--- config.mk ---
export PLATFORM = sky130hd
export DESIGN_NAME = dacld_top
export DESIGN_NICKNAME = d
export VERILOG_FILES = /design/src/rtl/dacld_pkg.sv /design/src/rtl/dacld_ctrl.sv /design/src/rtl/dacld_datapath.sv /design/src/rtl/dacld_top.sv
export SDC_FILE = /design/constraint.sdc
export NUM_CORES = 1
export LEC_CHECK = 0
export BUFFER_PORTS_ARGS = -buffer_cell sky130_fd_sc_hd__buf_2
export CAP_MARGIN = 10
export CORE_ASPECT_RATIO = 2
export CORE_MARGIN = 4
export CORE_UTILIZATION = 54
export DETAILED_ROUTE_END_ITERATION = 7
export PLACE_DENSITY = 0.79
export SYNTH_ARGS = -nofsm -noshare
export SYNTH_HDL_FRONTEND = slang
export SYNTH_SLANG_ARGS = --single-unit
export TNS_END_PERCENT = 1
--- constraint.sdc ---
create_clock -name clk -period 2.4 [get_ports clk]
set_input_delay 0.24 -clock clk [delete_from_list [all_inputs] [get_ports clk]]
set_output_delay 0.24 -clock clk [all_outputs]
set_load 0.005 [all_outputs]
--- src/rtl/dacld_pkg.sv ---
`timescale 1ns/1ps
package dacld_pkg;

  // Latch update source, value held in control bits 1..0.
  typedef enum logic [1:0] {
    LD_WRITE = 2'b00,
    LD_GROUP = 2'b01,
    LD_TMRA  = 2'b10,
    LD_TMRB  = 2'b11
  } loadSel_e;

  // Control word, bit 7 down to bit 0.
  typedef struct packed {
    logic     flag;
    logic     irqEn;
    logic     grp;
    logic     en;
    logic     twos;
    logic     res8;
    loadSel_e lsel;
  } chanCtl_t;

  // Strobes from control to datapath, one set per channel.
  typedef struct packed {
    logic wrCtl;
    logic wrDat;
    logic load;
  } chanStb_t;

endpackage

--- src/rtl/dacld_ctrl.sv ---
`timescale 1ns/1ps
module dacld_ctrl
  import dacld_pkg::*;
#(
  parameter int NCH         = 2,
  parameter int SYNC_STAGES = 2,
  localparam int CW         = (NCH > 1) ? $clog2(NCH) : 1
) (
  input  logic                 clk,
  input  logic                 rstN,
  input  logic                 wrEn,
  input  logic [CW-1:0]        wrChan,
  input  logic                 wrSel,
  input  logic                 timerA,
  input  logic                 timerB,
  input  chanCtl_t [NCH-1:0]   ctl,
  output chanStb_t [NCH-1:0]   stb
);

  localparam int NTMR = 2;

  logic [NTMR-1:0] tmrIn;
  logic [NTMR-1:0] tmrRise;
  assign tmrIn = {timerB, timerA};

  // Synchroniser plus one history flop per timer input
  for (genvar t = 0; t < NTMR; t++) begin : g_tmr
    logic [SYNC_STAGES:0] sh;
    always_ff @(posedge clk or negedge rstN) begin
      if (!rstN) sh <= '0;
      else       sh <= {sh[SYNC_STAGES-1:0], tmrIn[t]};
    end
    assign tmrRise[t] = sh[SYNC_STAGES-1] & ~sh[SYNC_STAGES];
  end

  // A channel's group is the contiguous run joined by link bits.
  function automatic logic [NCH-1:0] groupDone(input logic [NCH-1:0] pend,
                                               input logic [NCH-1:0] link);
    logic [NCH-1:0] fwd;
    logic [NCH-1:0] bwd;
    fwd[0] = pend[0];
    for (int i = 1; i < NCH; i++)
      fwd[i] = pend[i] & (link[i-1] ? fwd[i-1] : 1'b1);
    bwd[NCH-1] = pend[NCH-1];
    for (int i = NCH - 2; i >= 0; i--)
      bwd[i] = pend[i] & (link[i] ? bwd[i+1] : 1'b1);
    return fwd & bwd;
  endfunction

  logic [NCH-1:0] dataWr, ctlWr, effGrp, pend, segDone, loadVec;
  logic [NCH-1:0] wrtQ;

  always_comb begin
    for (int i = 0; i < NCH; i++) begin
      dataWr[i] = wrEn &&  wrSel && (wrChan == CW'(i));
      ctlWr[i]  = wrEn && !wrSel && (wrChan == CW'(i));
      effGrp[i] = (i < NCH - 1) ? ctl[i].grp : 1'b0;
    end
  end

  assign pend    = wrtQ | dataWr;
  assign segDone = groupDone(pend, effGrp);

  always_comb begin
    for (int i = 0; i < NCH; i++) begin
      unique case (ctl[i].lsel)
        LD_WRITE: loadVec[i] = dataWr[i];
        LD_GROUP: loadVec[i] = segDone[i];
        LD_TMRA:  loadVec[i] = tmrRise[0];
        LD_TMRB:  loadVec[i] = tmrRise[1];
        default:  loadVec[i] = 1'b0;
      endcase
      loadVec[i] = loadVec[i] & ctl[i].en;
    end
  end

  // Written tracking, cleared whenever the channel's group completes
  always_ff @(posedge clk or negedge rstN) begin
    if (!rstN) wrtQ <= '0;
    else       wrtQ <= pend & ~segDone;
  end

  for (genvar i = 0; i < NCH; i++) begin : g_stb
    assign stb[i].wrCtl = ctlWr[i];
    assign stb[i].wrDat = dataWr[i];
    assign stb[i].load  = loadVec[i];
  end

endmodule

--- src/rtl/dacld_datapath.sv ---
`timescale 1ns/1ps
module dacld_datapath
  import dacld_pkg::*;
#(
  parameter int NCH   = 2,
  parameter int DW    = 12,
  parameter int LOW_W = 8,
  parameter int REG_W = 16,
  localparam int CW    = (NCH > 1) ? $clog2(NCH) : 1,
  localparam int CTL_W = $bits(chanCtl_t),
  localparam int PAD_W = DW - LOW_W
) (
  input  logic                 clk,
  input  logic                 rstN,
  input  logic [REG_W-1:0]     wrData,
  input  logic [NCH-1:0]       irqAck,
  input  chanStb_t [NCH-1:0]   stb,
  input  logic [CW-1:0]        rdChan,
  input  logic                 rdSel,
  output logic [REG_W-1:0]     rdData,
  output chanCtl_t [NCH-1:0]   ctl,
  output logic [NCH*DW-1:0]    dacCode,
  output logic [NCH-1:0]       irq
);

  function automatic logic [DW-1:0] fmtCode(input logic [DW-1:0] d,
                                            input logic res8,
                                            input logic twos);
    logic [DW-1:0] r;
    if (res8) begin
      r = {d[LOW_W-1:0], {PAD_W{1'b0}}};
      r[DW-1] = r[DW-1] ^ twos;
    end else begin
      r = d;
      r[DW-1] = r[DW-1] ^ twos;
    end
    return r;
  endfunction

  logic [NCH-1:0][DW-1:0] datArr;
  chanCtl_t ctlNew;
  assign ctlNew = chanCtl_t'(wrData[CTL_W-1:0]);

  for (genvar i = 0; i < NCH; i++) begin : g_ch
    chanCtl_t      ctlQ;
    logic [DW-1:0] datQ;
    logic [DW-1:0] codeQ;
    logic [DW-1:0] srcVal;

    assign srcVal = stb[i].wrDat ? wrData[DW-1:0] : datQ;

    always_ff @(posedge clk or negedge rstN) begin
      if (!rstN) begin
        ctlQ  <= '0;
        datQ  <= '0;
        codeQ <= '0;
      end else begin
        if (stb[i].wrCtl) begin
          ctlQ.lsel  <= ctlNew.lsel;
          ctlQ.res8  <= ctlNew.res8;
          ctlQ.twos  <= ctlNew.twos;
          ctlQ.en    <= ctlNew.en;
          ctlQ.grp   <= ctlNew.grp;
          ctlQ.irqEn <= ctlNew.irqEn;
        end
        if (stb[i].load)
          ctlQ.flag <= 1'b1;
        else if (irqAck[i] || (stb[i].wrCtl && !ctlNew.flag))
          ctlQ.flag <= 1'b0;
        if (stb[i].wrDat) datQ <= wrData[DW-1:0];
        if (stb[i].load)  codeQ <= fmtCode(srcVal, ctlQ.res8, ctlQ.twos);
      end
    end

    assign ctl[i]                = ctlQ;
    assign datArr[i]             = datQ;
    assign dacCode[i*DW +: DW]   = codeQ;
    assign irq[i]                = ctlQ.flag & ctlQ.irqEn;
  end

  always_comb begin
    rdData = '0;
    if (rdSel) rdData[DW-1:0]    = datArr[rdChan];
    else       rdData[CTL_W-1:0] = ctl[rdChan];
  end

endmodule

--- src/rtl/dacld_top.sv ---
`timescale 1ns/1ps
module dacld_top
  import dacld_pkg::*;
#(
  parameter int NCH         = 2,
  parameter int DW          = 12,
  parameter int LOW_W       = 8,
  parameter int REG_W       = 16,
  parameter int SYNC_STAGES = 2,
  localparam int CW         = (NCH > 1) ? $clog2(NCH) : 1
) (
  input  logic              clk,
  input  logic              rstN,
  input  logic              wrEn,
  input  logic [CW-1:0]     wrChan,
  input  logic              wrSel,
  input  logic [REG_W-1:0]  wrData,
  input  logic [CW-1:0]     rdChan,
  input  logic              rdSel,
  output logic [REG_W-1:0]  rdData,
  input  logic              timerA,
  input  logic              timerB,
  input  logic [NCH-1:0]    irqAck,
  output logic [NCH*DW-1:0] dacCode,
  output logic [NCH-1:0]    irq
);

  chanStb_t [NCH-1:0] stb;
  chanCtl_t [NCH-1:0] ctl;

  dacld_ctrl #(.NCH(NCH), .SYNC_STAGES(SYNC_STAGES)) u_ctrl (
    .clk(clk), .rstN(rstN), .wrEn(wrEn), .wrChan(wrChan), .wrSel(wrSel),
    .timerA(timerA), .timerB(timerB), .ctl(ctl), .stb(stb)
  );

  dacld_datapath #(.NCH(NCH), .DW(DW), .LOW_W(LOW_W), .REG_W(REG_W)) u_dp (
    .clk(clk), .rstN(rstN), .wrData(wrData), .irqAck(irqAck), .stb(stb),
    .rdChan(rdChan), .rdSel(rdSel), .rdData(rdData), .ctl(ctl),
    .dacCode(dacCode), .irq(irq)
  );

endmodule

# After elaboration in Yosys (flattened, before gate mapping)
# Cells that the tools add are included.
[totals]
ff_bits = 72
output_inout_bits = 42
in_bits = 27
[classes]
n_lt_le_gt_ge = 1
mux = 18
n_eq_ne = 6
n_reduce_logical = 16
bitwise = 19
[ops]
columns = ["operator", "n"]
rows = [
  ["2-to-1 mux 12 bit", 6],
  ["2-to-1 mux 8 bit", 3],
  ["bitwise AND 1 bit", 8],
  ["equality test 2 bit (second input constant)", 4],
  ["logical AND 1 bit", 8],
  ["case mux 1 bit (4 select lines)", 2],
  ["2-to-1 mux 1 bit", 6],
  ["bitwise AND 2 bit", 2],
  ["equality test 2 x 1 -> 1 bit (second input constant)", 2],
  ["zero test 2 bit", 2],
  ["2-to-1 mux 4 bit", 1],
  ["nonzero test 2 bit", 2],
  ["XOR 1 bit", 4],
  ["inverter 1 bit", 3],
  ["zero test 1 bit", 2],
  ["logical OR 1 bit", 2],
  ["less-than comparator 1 x 2 -> 1 bit (second input constant)", 1],
  ["inverter 2 bit", 1],
  ["bitwise OR 2 bit", 1],
]

# Longest topological paths before layout
# Gate-level depths: netlist (run 1).
[depth]
depth_word = 9
mapped_depth = 6
depth_no_buf = 5

# Modules after synthesis
# A second synthesis (run 1) with hierarchy kept.
[unflattened]
cells_unflattened = 251
hier_area_um2 = 3311.9
[modules_own_cells]
columns = ["module", "n_inst", "cells_per_inst", "seq_area_each_um2", "area_per_inst_um2"]
rows = [
  ["dacld_datapath", 1, 219, 1601.5, 2914.0],
  ["dacld_ctrl", 1, 32, 200.2, 397.9],
]

# Worst setup path before layout (run 1)
# No wires, ideal clock.
[synth_timing]
path_type = "flip-flop to flip-flop"
start = "register u_ctrl.wrtQ[1]"
end = "register u_dp.g_ch[1].codeQ[10]"
stages_incl_launch_ff = 7
n_path_buf = 1
path_slack_ns = 0.618
arrival_time_ns = 1.657
synth_period_minus_slack_ns = 1.782
cell_sequence = "dfrtp_1 > a31oi_1 > a31oi_1 > mux4_2 > nand2_4 > buf_12 > mux2_4"
[synth_via]
elab_chain_cells = 5
[synth_lines]
columns = ["element", "line", "source"]
rows = [
  ["start: declaration", "dacld_ctrl.sv:51", "logic [NCH-1:0] wrtQ;"],
  ["start signal: assignment", "dacld_ctrl.sv:80", "else wrtQ <= pend & ~segDone;"],
  ["bitwise OR 2 bit *", "dacld_ctrl.sv:61", "assign pend = wrtQ | dataWr;"],
  ["bitwise AND 1 bit", "dacld_ctrl.sv:43", "fwd[i] = pend[i] & (link[i-1] ? fwd[i-1] : 1'b1);"],
  ["bitwise AND 2 bit *", "dacld_ctrl.sv:47", "return fwd & bwd;"],
  ["case mux 1 bit (4 select lines) *", "dacld_ctrl.sv:66", "unique case (ctl[i].lsel)"],
  ["bitwise AND 1 bit *", "dacld_ctrl.sv:73", "loadVec[i] = loadVec[i] & ctl[i].en;"],
  ["end signal: assignment", "dacld_datapath.sv:71", "if (stb[i].load) codeQ <= fmtCode(srcVal, ctlQ.res8, ctlQ.twos);"],
  ["end: declaration", "dacld_datapath.sv:47", "logic [DW-1:0] codeQ;"],
]
# Every way passes the cells marked *; elsewhere a longest branch is shown, timed or not.
# A chain may end at the register's enable or synchronous reset.

# Worst setup path in the final report (run 1)
[layout_timing]
start = "register u_ctrl.wrtQ[1]"
end = "register u_dp.g_ch[1].codeQ[1]"
# The elaborated chain is that of the path after synthesis.

==> impl_results.md, run 1 <==
- GPL Wtd Cong: 0.7891
- Drt total wl: between 6 and 7 mm
- Clk_skew: 0.004590 ns
- Hold Fails Final Rpt: 0
- Ports: 69
- DIE AREA: 0.007562 mm2
- DR pass1 iterations: 4
- Top delay family on crit path: multiplexers
- H-Tree Depth: 3
- Hold slack final: approximately 0.019 ns
- Worst-Margin Slew: 0.7679 ns
- Max clock buf depth: 2
- Synth area leaders: dfrtp_1, mux2_2, mux4_2, mux2i_1, mux2_4
- Top-area cell type share of the netlist area: between 50% and 60%
- Initial core utilization: between 50% and 60%
- Power Density: ~1000 mW/mm2
- Synth async-reset ratio: 100.0%
- Critical Path End Type: flop
- Crit path launch type: flop
- Status: completed
- Fin. max-slew vios: 0
- Worst Hold Depth: 1
- Rel. slew slack: 48.58%
- First-pass GRT wire length: 11.45 mm
- Most common cell in the synthesized netlist: dfrtp_1
- Port Buf Inserts: 60
- Hpwl dp: 4.988 mm
- Top cells by count, synth: dfrtp_1, mux2_2, nand2_1
- Yosys cell types: 28
- Chip Width: 63.53 um
- Clk sinks: 72
- Chip Height: roughly 120 um
- Synth Flop Type: dfrtp_1
- Mapped cell area: 0.003329 mm2
- Yosys reg bits: between 70 and 80
- Critical Path Fanout Max: 13
- Total core area: 0.006006 mm2
- Num CTS Buffers: 9
- Routed len/inst: 18.35 um
- Via density: roughly 5.6
- Worst EP required: about 2.6 ns
- Synth area leader: dfrtp_1
- Antenna violations before repair: 0
- CTS tree: done
- Fraction of the cycle the final worst path needs: around 81%
- Grt ovf: 0
- Share of post-route cells with drive strength above 1: between 40% and 50%
- Detailed Route Iter0 Violations: 70
- Clk pin slew, worst setup/hold paths: around 0.050 ns
- Vias in the first global route: about 2,200
- CP Buf/Inv Count: 0
- Inst Count DP: 360
- Number of nets in the layout: ~340
- Post-synth EDFFs: 0
- Post-synthesis cell count: 244
- ANT nets after route: 0
- R2r worst-path depth: 5
- Syn Area/Cell: about 14 um2
- Largest net degree at the start of global routing: 27
- Ys Warns: 0
- Rows: 40
- Total Power: 4.027 mW
- Hold crit path type: input pin to flop
- Slowest stage delay, CP: approximately 0.52 ns
- Finished Layout Cells: approximately 380
- Slowest-stage cell, CP: mux4_2
- Maximum vdd drop: 0.7635 mV
- CP Data Arrival Time: between 2 and 2.5 ns
- Clock latency on the worst-skew pair: between 0.3 and 0.4 ns
- ANT cells: 0
- Post-Route Setup TNS: 0 ns
- Max_cap viols: 0
- RSZ-0062 raised after global routing: no
- GR Util All Layers: 20.38%
- Worst path most repeated cell: a31oi_1
- Register area: about 0.0018 mm2
- Vias: about 2,100
- FMAX: approximately 500 MHz
- Share of the yosys chip area belonging to registers: 54.11%
- Setup Viol. Count Final: 0
- Lkg Pwr: about 2.0 nW
- Setup CP Type: flop to flop
- Crit path time final: between 1.5 and 2 ns
- WP depth: 5
- Clk root buf: clkbuf_16
- Multi-input gate area: approximately 0.0014 mm2
- Critical path, cell by cell: a31oi_1 -> a31oi_1 -> mux4_2 -> nand2_4 -> mux2_2
- # DRC: 0
- FILL cells: around 450
- Synth-to-Final Area Change: 18.45%
- Post-CTS Resized: 0
- R2R setup slack: 0.45 ns
cell usage in the layout, fill, tap and decap left out, drive strengths merged:
| master | n |
|---|---|
| inv | 11 |
| a31oi | 2 |
| a32o | 1 |
| clkinv | 3 |
| a21oi | 5 |
| dlygate4sd3 | 1 |
| nand2 | 20 |
| nand3 | 2 |
| nor2b | 7 |
| dfrtp | 72 |
| nor3b | 1 |
| nor2 | 13 |
| xor2 | 2 |
| o21ai | 6 |
| nand3b | 3 |
| nand2b | 1 |
| mux2 | 58 |
| buf | 64 |
| clkbuf | 13 |
| and2 | 2 |
| conb | 4 |
| mux4 | 9 |
| mux2i | 14 |
worst register-to-register path: stages (launching register included):
cell and delay [ns]:
dfrtp_1 0.35, a31oi_1 0.29, a31oi_1 0.07, mux4_2 0.52, nand2_4 0.24, mux2_2 0.38
sequential cells by signal, summed over array words and instances, names as in the netlist:
name             count
u_ctrl.wrtQ          2
u_ctrl.g_tmr.sh      6
u_dp.ctl            16
u_dp.g_ch.datQ      24
u_dp.g_ch.codeQ     24
area by class of cell:
cell class                 instances  share of cell area (%)
tap                               63                   1.999
inverter                          11                   1.047
clock buffer                      13                   6.853
multi-input combinational        150                   35.41
timing repair buffer              65                   8.629
sequential                        72                   45.69
clock inverter                     3                  0.3807
final timing paths:
path                                       start                    end
setup / recovery                  u_ctrl.wrtQ[1]  u_dp.g_ch[1].codeQ[1]
hold / removal                            timerB  u_ctrl.g_tmr[1].sh[0]
setup reg to reg                  u_ctrl.wrtQ[1]  u_dp.g_ch[1].codeQ[1]
hold reg to reg            u_ctrl.g_tmr[1].sh[0]  u_ctrl.g_tmr[1].sh[1]
max in group asynchronous                   rstN  u_dp.g_ch[0].codeQ[7]
min in group asynchronous                   rstN  u_dp.g_ch[0].codeQ[2]
per-stage QoR:
stage / worst slack (ns) / util, % / instance area (um2)
detailed placement: 0.3652 / 60.75 / 3649
CTS: 0.4537 / 65.67 / 3944
floorplan: 0.6179 / - / 3341
global placement: 0.3985 / 60.75 / 3649
global route: 0.3592 / 65.67 / 3944
finish: 0.4467 / 65.67 / 3944
timing repair:
| item | 4_1_cts | 5_1_grt |
|---|---|---|
| setup buffers | 0 | 0 |
| endpoints found under the hold margin | 24 | 0 |
| hold buffers | 1 | 0 |
power by group:
group	switching, mW	internal [mW]
Sequential	0.205	1.55
Combinational	0.430	0.601
Clock	0.468	0.778
Total	1.10	2.92
kinds of logic (layout without fill, tap and decap cells):
family          after synthesis  after routing  synth area share (%)
compound gates               14             14                 2.330
xor+xnor                      2              2                0.5262
buf+inv                      25             92                 4.284
flops                        72             72                 54.12
mux                          81             81                 30.93
other cells                   1              4                0.1126
simple gates                 49             49                 7.704
metal layers:
metal,track usage (%),share of wire [%]
met1,23.75,39
met2,35.43,56
met3,4.623,3.6
met4,8.525,2.2
met5,0,0
Note: power is estimated with default switching activity, not from simulation.
==> inputs of run 2 (changes only) <==
==> constraint.sdc (replaced) <==
create_clock -name clk -period 1.9 [get_ports clk]
set_input_delay 0.19 -clock clk [delete_from_list [all_inputs] [get_ports clk]]
set_output_delay 0.19 -clock clk [all_outputs]
set_load 0.005 [all_outputs]
==> impl_results.md, run 2 (synthesis gave the netlist of run 1 again) <==
- Slack of the critical path: 0.08136 ns
- Fin. max-slew vios: 0
- Clk sinks: just over 70
- Port Buf Inserts: 60
- Setup Viol. Count Final: 0
- FILL cells: ~460
- Vias: between 2,000 and 2,500
- Clk_skew: between 0.006 and 0.007 ns
- Share of post-route cells with drive strength above 1: about half
- Chip Height: 119.0 um
- Hold Fails Final Rpt: 0
- Maximum vdd drop: about 0.79 mV
- ANT nets after route: 0
- Detailed Route Iter0 Violations: 90
- Worst flop-to-flop path startpoint: u_ctrl.wrtQ[1]
- DR pass1 iterations: 4
- Clock latency on the worst-skew pair: about 0.33 ns
- RSZ-0062 raised after global routing: no
- Hold slack final: ~0.12 ns
- Critical Path End Type: flop
- Total core area: roughly 0.006 mm2
- Crit path time final: 1.819 ns
- Largest net degree at the start of global routing: 29
- Drt total wl: a little over 7 mm
- Status: completed
- Number of nets in the layout: between 300 and 400
- # DRC: 0
- Chip Width: between 60 and 70 um
- Worst-Margin Slew: around 0.58 ns
- Lkg Pwr: 2.039 nW
- Hold path start: irqAck[0]
- Routed len/inst: between 15 and 20 um
- Num CTS Buffers: 9
- Rel. slew slack: approximately three fifths
- Critical Path Fanout Max: 13
- Post-Route Setup TNS: 0 ns
- Fraction of the cycle the final worst path needs: 95.72%
- Clk pin slew, worst setup/hold paths: roughly 0.060 ns
- Most frequent cells in the layout: dfrtp_1, buf_2, mux2_2
- Hold crit path type: input pin to flop
- Max clock buf depth: 2
- Max_cap viols: 0
- Worst EP required: between 2 and 2.5 ns
- Hpwl dp: between 5 and 6 mm
- ANT cells: 0
- Final Cell Area: around 0.0040 mm2
- Power Density: 1276 mW/mm2
- Via density: 5.624
- Antenna violations before repair: 0
- Crit path launch type: flop
- Vias in the first global route: 2,281
- Register area: between 0.0015 and 0.002 mm2
- Initial core utilization: between 50% and 60%
- Setup CP Type: flop to flop
- GPL Wtd Cong: 0.7886
- H-Tree Depth: 3
- CTS tree: done
- Synth-to-Final Area Change: 21.61%
- Grt ovf: 0
- Total Power: ~5.2 mW
- CP Data Arrival Time: between 2 and 2.5 ns
- Post-placement setup slack: -0.003427 ns
- First-pass GRT wire length: 11.61 mm
- GR Util All Layers: approximately 21%
- Dpl cell area: 0.003729 mm2
- Clk root buf: clkbuf_16
- Multi-input gate area: between 0.001 and 0.0015 mm2
- DIE AREA: 0.007562 mm2
- Rows: 40
- Critical path origin: u_ctrl.wrtQ[1]
- Ports: between 60 and 70
- Most common cell after layout, fill and taps aside: dfrtp_1
- FMAX: approximately 550 MHz
## run 2: cell types whose count changed in the layout (fill, tap and decap cells not counted), sizes merged
cell / delta
dlygate4sd3: +2
clkbuf: -1
bufinv: +1
buf: +9
## run 2: worst paths after layout
path / to / slack, ns / cells past startpoint
max in group asynchronous: u_dp.g_ch[1].datQ[2] / 0.91 / 3
min in group asynchronous: u_dp.g_ch[0].codeQ[2] / 0.39 / 2
worst max-delay path: u_dp.g_ch[1].codeQ[0] / 0.08 / 5
worst max register to register: u_dp.g_ch[1].codeQ[0] / 0.08 / 5
worst min register to register: u_ctrl.g_tmr[1].sh[1] / 0.35 / 0
worst min-delay path: u_dp.ctl[7] / 0.12 / 3
## run 2: final cells by class
class | count | share of cell area, %
Clock buffer | 12 | 5.841
Clock inverter | 4 | 1.112
Inverter | 11 | 1.020
Multi-Input combinational cell | 150 | 34.70
Sequential cell | 72 | 44.50
Tap cell | 63 | 1.947
Timing Repair Buffer | 76 | 10.88
## run 2: report_power, final
| part | switching [mW] | internal [mW] | total [mW] | leakage [nW] |
|---|---|---|---|---|
| clock | 0.608 | 1.01 | 1.62 | 0.140 |
| combinational | 0.559 | 0.787 | 1.35 | 1.03 |
| sequential | 0.252 | 1.95 | 2.20 | 0.870 |
## run 2: stage by stage
stage / utilization (%) / cells
2_1_floorplan: - / 247
3_3_place_gp: 62.08 / 369
3_5_place_dp: 62.08 / 369
4_1_cts: 67.27 / 388
5_1_grt: 67.42 / 388
6_report: 67.42 / 388
## run 2: worst max-delay path: stages (launching register included)
cell     delay (ns)
dfrtp_1        0.35
a31oi_1        0.20
a31oi_1        0.07
mux4_2         0.54
nand2_8        0.18
mux2_2         0.36
## run 2: repair_timing
| item | 4_1_cts | 5_1_grt |
|---|---|---|
| buffers inserted | 0 | 0 |
| gates resized for setup | 0 | 1 |
| setup endpoints to repair | 0 | 3 |
| endpoints found under the hold margin | 23 | 0 |
| hold buffers | 3 | 0 |
## run 2: metal layers
metal | global-route usage [%] | share of wire (%) | vias up
li1 | - | - | 991
met1 | 24.02 | 39 | 1111
met2 | 35.43 | 55 | 65
met3 | 4.717 | 4.0 | 15
met4 | 10.01 | 2.2 | 0
met5 | 0 | 0 | -
